--- config.mk ---
export PLATFORM = sky130hd
export DESIGN_NAME = hz_interlock
export DESIGN_NICKNAME = d
export VERILOG_FILES = /design/src/rtl/hz_pkg.sv /design/src/rtl/hz_stage_cmp.sv /design/src/rtl/hz_prio.sv /design/src/rtl/hz_interlock.sv
export SDC_FILE = /design/constraint.sdc
export NUM_CORES = 1
export LEC_CHECK = 0
export BUFFER_PORTS_ARGS = -buffer_cell sky130_fd_sc_hd__buf_2
export CORE_AREA = 10 10 47 49
export DETAILED_ROUTE_END_ITERATION = 16
export DIE_AREA = 0 0 57 59
export PLACE_DENSITY = 0.67
export SYNTH_ARGS = -nofsm -noshare
export SYNTH_HDL_FRONTEND = slang
export SYNTH_SLANG_ARGS = --single-unit
--- constraint.sdc ---
create_clock -name vclk -period 1.45
set_clock_uncertainty 0.05 [all_clocks]
set_input_delay 0.2175 -clock vclk [all_inputs]
set_output_delay 0.2175 -clock vclk [all_outputs]
set_load 0.03 [all_outputs]
--- src/rtl/hz_pkg.sv ---
package hz_pkg;
    localparam int REG_AW = 5;
    localparam int N_STAGES = 3;

    typedef enum logic [1:0] {
        HZ_NONE = 2'd0,
        HZ_EX   = 2'd1,
        HZ_MEM  = 2'd2,
        HZ_WB   = 2'd3
    } hz_kind_e;
endpackage

--- src/rtl/hz_stage_cmp.sv ---
module hz_stage_cmp #(
    parameter int AW = 5
) (
    input  logic [AW-1:0] src_a,
    input  logic          src_a_use,
    input  logic [AW-1:0] src_b,
    input  logic          src_b_use,
    input  logic [AW-1:0] dst,
    input  logic          wr,
    output logic          hit
);
    logic live;

    always_comb begin
        live = wr && (dst != '0);
        hit  = live && ((src_a_use && (src_a == dst)) ||
                        (src_b_use && (src_b == dst)));
    end
endmodule

--- src/rtl/hz_prio.sv ---
module hz_prio
    import hz_pkg::*;
#(
    parameter int N = N_STAGES
) (
    input  logic [N-1:0] hits,
    output hz_kind_e     kind
);
    always_comb begin
        unique casez (hits)
            3'b??1:  kind = HZ_EX;
            3'b?10:  kind = HZ_MEM;
            3'b100:  kind = HZ_WB;
            default: kind = HZ_NONE;
        endcase
    end
endmodule

--- src/rtl/hz_interlock.sv ---
module hz_interlock
    import hz_pkg::*;
(
    input  logic [REG_AW-1:0] src_a,
    input  logic              src_a_use,
    input  logic [REG_AW-1:0] src_b,
    input  logic              src_b_use,
    input  logic [REG_AW-1:0] ex_dst,
    input  logic              ex_wr,
    input  logic [REG_AW-1:0] mem_dst,
    input  logic              mem_wr,
    input  logic [REG_AW-1:0] wb_dst,
    input  logic              wb_wr,
    output logic              hold_fetch,
    output logic              inject_nop,
    output logic [1:0]        hz_kind
);
    logic [REG_AW-1:0] stg_dst [N_STAGES];
    logic [N_STAGES-1:0] stg_wr;
    logic [N_STAGES-1:0] stg_hit;
    hz_kind_e kind;

    always_comb begin
        stg_dst[0] = ex_dst;
        stg_dst[1] = mem_dst;
        stg_dst[2] = wb_dst;
        stg_wr     = {wb_wr, mem_wr, ex_wr};
    end

    for (genvar g = 0; g < N_STAGES; g++) begin : g_cmp
        hz_stage_cmp #(.AW(REG_AW)) i_cmp (
            .src_a     (src_a),
            .src_a_use (src_a_use),
            .src_b     (src_b),
            .src_b_use (src_b_use),
            .dst       (stg_dst[g]),
            .wr        (stg_wr[g]),
            .hit       (stg_hit[g])
        );
    end

    hz_prio #(.N(N_STAGES)) i_prio (
        .hits (stg_hit),
        .kind (kind)
    );

    always_comb begin
        hold_fetch = |stg_hit;
        inject_nop = (kind != HZ_NONE);
        hz_kind    = kind;
    end
endmodule

==> metrics, run 1 <==
status finished with violations; failing checks negative setup slack; Netlist cell types 11; number of port buffers 34; arrival time worst endpoint 1.44 ns; CP max FO 2; critical path's largest stage delay 0.52 ns; Slew HR 80.8%; period utilization 118%; wire length per cell 13.3 um; Post-CTS Hold Buffers 0; RSZ-0062 raised after global routing yes; Post-Syn Nets 87; Routability Congestion 0.820; fraction of layout cells with a size suffix above 1 60.2%; actual slew at the worst max-slew pin 0.286 ns; starting density of the core 31.3%; Vert. Die Dim 59 um; Min-Delay Path Class input pin to output port; Synth Instances 57; Finished Core Util 62.7%; critical path, cell by cell buf_6 > or4_4 > o21a_1 > and2_4 > o21ai_4 > buf_6; DR iter-0 viols 7; type of the worst setup path input pin to output port; synthesized area per cell 7.70 um2; Crit path top cell by count buf_6; Post-DP HPWL 1470 um; placement row count 14; routed vias 582; leak pwr 0.395 nW; pre-CTS setup slack -0.343 ns; Max Cap Viol 0; Synth Warn # 0; Fmax achieved 587 MHz; Worst VDD drop 0.171 mV; register area share after synthesis 0%; via/cell ratio 4.89; DRC Markers 0; CLK BUF 0; TritonRoute pass-1 iters 4; final hold violation count 0; register area 0 um2; Fin Hold WS 0.805 ns; largest net degree at the start of global routing 5; first-pass GRT wire length 2620 um; core area 1400 um2; area growth from synthesis to layout 100%; Inserted Diodes 0; CP endpoint kind output port; pwr dens 296 nW/um2; # fillers 125; initial antenna violation count 0; final worst slack -0.254 ns; Final TNS setup -0.946 ns; total power 0.260 mW; Total GRT Usage 8.77%; Slew Limit Fails 0; Overflow after GRT 0; vias in the first global route 662; Tmin final 1.70 ns; io pins 34; Worst Setup Start Kind input pin; critical path data required time 1.18 ns; Routed Wire Length 1590 um; final setup vio count 4; num sequential 0; Netlist Area Pre-Place 439 um2; nets 135; antenna viol nets, final 0; crit path max-delay cell type or4_4; Die Footprint 3360 um2; Horiz. Die Dim 57 um
## worst max-delay path, delay by kind of cell
family | cells | cell delay, ns
compound gates | 2 | 0.32
buf+inv | 2 | 0.23
simple gates | 2 | 0.67
## cell usage after synthesis (all sizes together)
master | n | area share (%)
xnor2 | 30 | 60
nand2 | 7 | 6.0
nand4 | 6 | 8.5
o22ai | 3 | 4.3
or4 | 3 | 5.1
nand3 | 2 | 2.3
o211ai | 2 | 5.7
a21boi | 1 | 2.6
and2 | 1 | 2.0
o21a | 1 | 1.7
o21ai | 1 | 2.0
## power breakdown
group | switching, mW | internal, mW
Clock | 0 | 0
Combinational | 0.113 | 0.147
Sequential | 0 | 0
Total | 0.113 | 0.147
## path summary, 6_finish.rpt
check	from	to	slack [ns]	cells past startpoint
worst max-delay path	mem_dst[2]	hz_kind[0]	-0.25	6
worst min-delay path	wb_wr	hold_fetch	0.80	4
## per-layer routing
| layer | GRT usage (%) | share of wire (%) | vias up |
|---|---|---|---|
| li1 | - | - | 301 |
| met5 | 0 | 0 | - |
| met1 | 10.1 | 44 | 256 |
| met4 | 0 | 0 | 0 |
| met3 | 1.29 | 4.6 | 0 |
| met2 | 17.4 | 52 | 25 |
## cells in the final DEF, fill, tap and decap left out
cell type   n
a21boi_4    1
and2_4      1
buf_2      25
buf_4      11
buf_6       8
buf_8       2
nand2_1     6
nand2_2     1
nand3_2     2
nand4_1     6
o211ai_4    2
o21a_1      1
o21ai_4     1
o22ai_1     1
o22ai_2     2
or4_4       3
xnor2_1    27
xnor2_2     3
## cells by family after synthesis
logic type / count (synthesis) / synth area share (%)
xor gates and xnor gates: 30 / 59.8
AOI/OAI and AO/OA: 8 / 16.2
and+or+nand+nor: 19 / 23.9
## cell type report
class / count / area (um2) / share of cell area, %
multi-input combinational: 57 / 531 / 60.4
timing repair buffer: 46 / 328 / 37.3
tap: 16 / 20.0 / 2.28
## stage by stage
stage	cells	cell area [um2]
final	119	878
after global routing	119	878
after CTS	119	852
after detailed placement	118	758
after global placement	118	758
after floorplan	57	485
## repair_timing
| item | CTS | global route |
|---|---|---|
| cloned | 0 | 0 |
| pin swaps | 10 | 6 |
| buffers inserted | 1 | 0 |
| hold endpoints to repair | 0 | 0 |
| gates resized for setup | 24 | 4 |
| endpoints found under the setup margin | 4 | 4 |
No activity file was read; power rests on OpenSTA's default activity.
==> run 2: changes to the inputs <==
==> constraint.sdc (replaced) <==
create_clock -name vclk -period 1.8
set_clock_uncertainty 0.05 [all_clocks]
set_input_delay 0.27 -clock vclk [all_inputs]
set_output_delay 0.27 -clock vclk [all_outputs]
set_load 0.03 [all_outputs]
==> metrics, run 2 (same netlist as run 1, synthesis figures left out) <==
Hold Startpoint wb_wr; largest net degree at the start of global routing 5; final setup vio count 1; actual slew at the worst max-slew pin 0.230 ns; Fmax achieved 553 MHz; Worst Setup Start Kind input pin; RSZ-0062 raised after global routing yes; DRC Markers 0; P_int 0.0984 mW; period utilization 101%; DR iter-0 viols 1; leak pwr 0.310 nW; sw frac 45.7%; first-pass GRT wire length 2590 um; CP max FO 2; Inserted Diodes 0; nets 130; Max Cap Viol 0; Die Footprint 3360 um2; vias in the first global route 616; fraction of layout cells with a size suffix above 1 52.0%; Psw 0.0828 mW; final hold violation count 0; number of port buffers 34; routed vias 544; via/cell ratio 4.77; commonest non-fill, non-tap cell in the layout xnor2_1; CP startpoint mem_dst[2]; TritonRoute pass-1 iters 2; pwr dens 243 nW/um2; type of the worst setup path input pin to output port; pre-CTS setup slack -0.0601 ns; Vert. Die Dim 59 um; register area 0 um2; Post-DP HPWL 1440 um; Post-CTS Hold Buffers 0; core area 1400 um2; CLK BUF 0; Routed Wire Length 1570 um; initial antenna violation count 0; Overflow after GRT 0; Slew Limit Fails 0; postcts setup bufs 0; total power 0.181 mW; Routability Congestion 0.817; Slew HR 84.6%; placement row count 14; antenna viol nets, final 0; CP endpoint kind output port; area growth from synthesis to layout 70.1%; arrival time worst endpoint 1.49 ns; starting density of the core 31.3%; Clk pwr share 0%; critical path data required time 1.48 ns; Logic pwr share 100.0%; Finished Core Util 53.3%; Min-Delay Path Class input pin to output port; wire length per cell 13.7 um; Worst VDD drop 0.111 mV; Horiz. Die Dim 57 um; Total GRT Usage 8.74%; Reg power frac 0%; num sequential 0; status finished with violations; final worst slack -0.00963 ns; failing checks negative setup slack; most frequent cells in the layout xnor2_1 (30), buf_2 (28), buf_4 (8); Tmin final 1.81 ns; io pins 34; Final TNS setup -0.00963 ns
[run 2: final timing paths]
check | to | slack [ns] | cells past startpoint
hold / removal | inject_nop | 0.91 | 4
setup / recovery | hz_kind[0] | -0.01 | 6
[run 2: metal layers]
metal / track usage [%] / vias up / routed length, um
li1: - / 287 / -
met1: 10.5 / 234 / 663
met2: 15.7 / 23 / 770
met3: 2.79 / 0 / 133
met4: 0 / 0 / 0
met5: 0 / - / 0
[run 2: power by group through the flow]
stage / clock (mW) / combinational (mW) / sequential [mW]
6_report: 0 / 0.181 / 0
5_1_grt: 0 / 0.199 / 0
4_1_cts: 0 / 0.175 / 0
3_5_place_dp: 0 / 0.168 / 0
3_3_place_gp: 0 / 0.166 / 0
2_1_floorplan: 0 / 0.0861 / 0
[run 2: layout make-up]
| cell class | instances | area [um2] |
|---|---|---|
| fillers | 142 | 654 |
| multi-input cells | 57 | 470 |
| repair buffers | 41 | 256 |
| well taps | 16 | 20.0 |
[run 2: what timing repair did]
action	4_1_cts	5_1_grt
pin swaps	3	6
setup endpoints to repair	4	4
cloned	0	0
gates resized for setup	8	7
[run 2: through the flow]
stage                     area [um2]  hold WS, ns  cells
after floorplan                  439        0.686     57
after global placement           682        0.912    114
after detailed placement         682        0.930    114
after CTS                        707        0.916    114
after global routing             747        0.941    114
final                            747        0.909    114
[run 2: critical path, stage by stage]
cell,delay (ns)
buf_6,0.09
or4_4,0.51
o21a_1,0.20
and2_4,0.14
o21ai_2,0.13
buf_6,0.14
==> run 3: changes to the inputs <==
--- a/config.mk
+++ b/config.mk
@@ -6,9 +6,9 @@
 export NUM_CORES = 1
 export LEC_CHECK = 0
 export BUFFER_PORTS_ARGS = -buffer_cell sky130_fd_sc_hd__buf_2
-export CORE_AREA = 10 10 47 49
+export CORE_AREA = 2 2 39 41
 export DETAILED_ROUTE_END_ITERATION = 16
-export DIE_AREA = 0 0 57 59
+export DIE_AREA = 0 0 41 43
 export PLACE_DENSITY = 0.67
 export SYNTH_ARGS = -nofsm -noshare
 export SYNTH_HDL_FRONTEND = slang
==> metrics, run 3 (same netlist as run 1, synthesis figures left out) <==
status finished with violations; failing checks negative setup slack; Psw 0.0895 mW; Reg power frac 0%; pwr dens 247 nW/um2; total power 0.195 mW; CP max FO 2; final setup vio count 1; CP Depth 6; sw frac 45.9%; routed vias 568; # fillers 120; Logic pwr share 100.0%; vias in the first global route 510; RSZ-0062 raised after global routing yes; Total GRT Usage 17.0%; type of the worst setup path input pin to output port; Clk pwr share 0%; Crit path top cell by count buf_6; Min-Delay Path Class input pin to output port; first-pass GRT wire length 2170 um; Final Instance Area 788 um2; Slew Limit Fails 0; Fmax achieved 551 MHz; largest net degree at the start of global routing 5; area growth from synthesis to layout 79.5%; most frequent cells in the layout xnor2_1 (27), buf_2 (26), buf_4 (8); placement row count 14; Overflow after GRT 0; critical path's largest stage delay 0.52 ns; Setup crit end hz_kind[0]; Worst Setup Start Kind input pin; fraction of layout cells with a size suffix above 1 56.1%; io pins 34; period utilization 101%; Worst VDD drop 0.114 mV; wire length per cell 12.7 um; Tmin final 1.81 ns; commonest non-fill, non-tap cell in the layout xnor2_1; via/cell ratio 4.98; crit path max-delay cell type or4_4; TritonRoute pass-1 iters 4; Fin Hold WS 0.914 ns; Buf+Inv Stages, Crit Path 2; antenna viol nets, final 0; DRC Markers 0; number of port buffers 34; Routed Wire Length 1450 um; critical path data required time 1.48 ns; CP endpoint kind output port; register area 0 um2; Post-CTS Hold Buffers 0; DR iter-0 viols 1; Horiz. Die Dim 41 um; area of placed instances 682 um2; critical path, cell by cell buf_6 > or4_4 > o21a_1 > and2_4 > o21ai_2 > buf_6; actual slew at the worst max-slew pin 0.231 ns; CP top delay family simple AND/OR/NAND/NOR gates; P_int 0.106 mW; Max Cap Viol 0; Post-DP HPWL 1170 um; arrival time worst endpoint 1.49 ns; Vert. Die Dim 43 um; initial antenna violation count 0; core area 1380 um2; final hold violation count 0; leak pwr 0.331 nW; Die Footprint 1760 um2; final worst slack -0.0140 ns; Slew HR 84.5%; num sequential 0; starting density of the core 31.7%; Inserted Diodes 0; Routability Congestion 0.772; CP startpoint mem_dst[3]; CLK BUF 0; pre-CTS setup slack -0.0829 ns; postcts setup bufs 0; nets 130
-- run 3: worst min-delay path by stage --
stage | from | end | slack, ns | cells past startpoint
global placement | wb_wr | hz_kind[0] | 0.92 | 4
global route | wb_wr | hz_kind[1] | 0.94 | 4
floorplan | ex_wr | hz_kind[0] | 0.69 | 2
CTS | wb_wr | hz_kind[0] | 0.91 | 4
detailed placement | wb_wr | hz_kind[0] | 0.93 | 4
finish | wb_wr | inject_nop | 0.91 | 4
-- run 3: area by class of cell --
cell class / instances / area, um2 / share of cell area (%)
Timing Repair Buffer: 41 / 269 / 34.1
Multi-Input combinational cell: 57 / 499 / 63.3
Tap cell: 16 / 20.0 / 2.54
-- run 3: routing by layer --
| metal | track usage (%) | routed length (um) | up-vias |
|---|---|---|---|
| met3 | 0 | 84 | 0 |
| met2 | 30.6 | 796 | 22 |
| met5 | 0 | 0 | - |
| met1 | 22.8 | 567 | 257 |
| met4 | 0 | 0 | 0 |
| li1 | - | - | 289 |
-- run 3: repair_timing --
action,in CTS,in global routing
pin swaps,4,8
resized for setup,9,14
hold endpoints to repair,0,0
setup endpoints to repair,4,4
-- run 3: power by group through the flow --
stage,combinational (mW),clock [mW],sequential [mW]
floorplan,0.0861,0,0
global placement,0.165,0,0
detailed placement,0.168,0,0
CTS,0.177,0,0
global route,0.210,0,0
finish,0.195,0,0
-- run 3: stage by stage --
stage,setup TNS (ns),instances,util [%]
3_5_place_dp,-0.114,114,49.3
2_1_floorplan,0,57,-
6_report,-0.0140,114,57.0
3_3_place_gp,-0.0547,114,49.3
4_1_cts,-0.0136,114,52.2
5_1_grt,-0.185,114,57.0
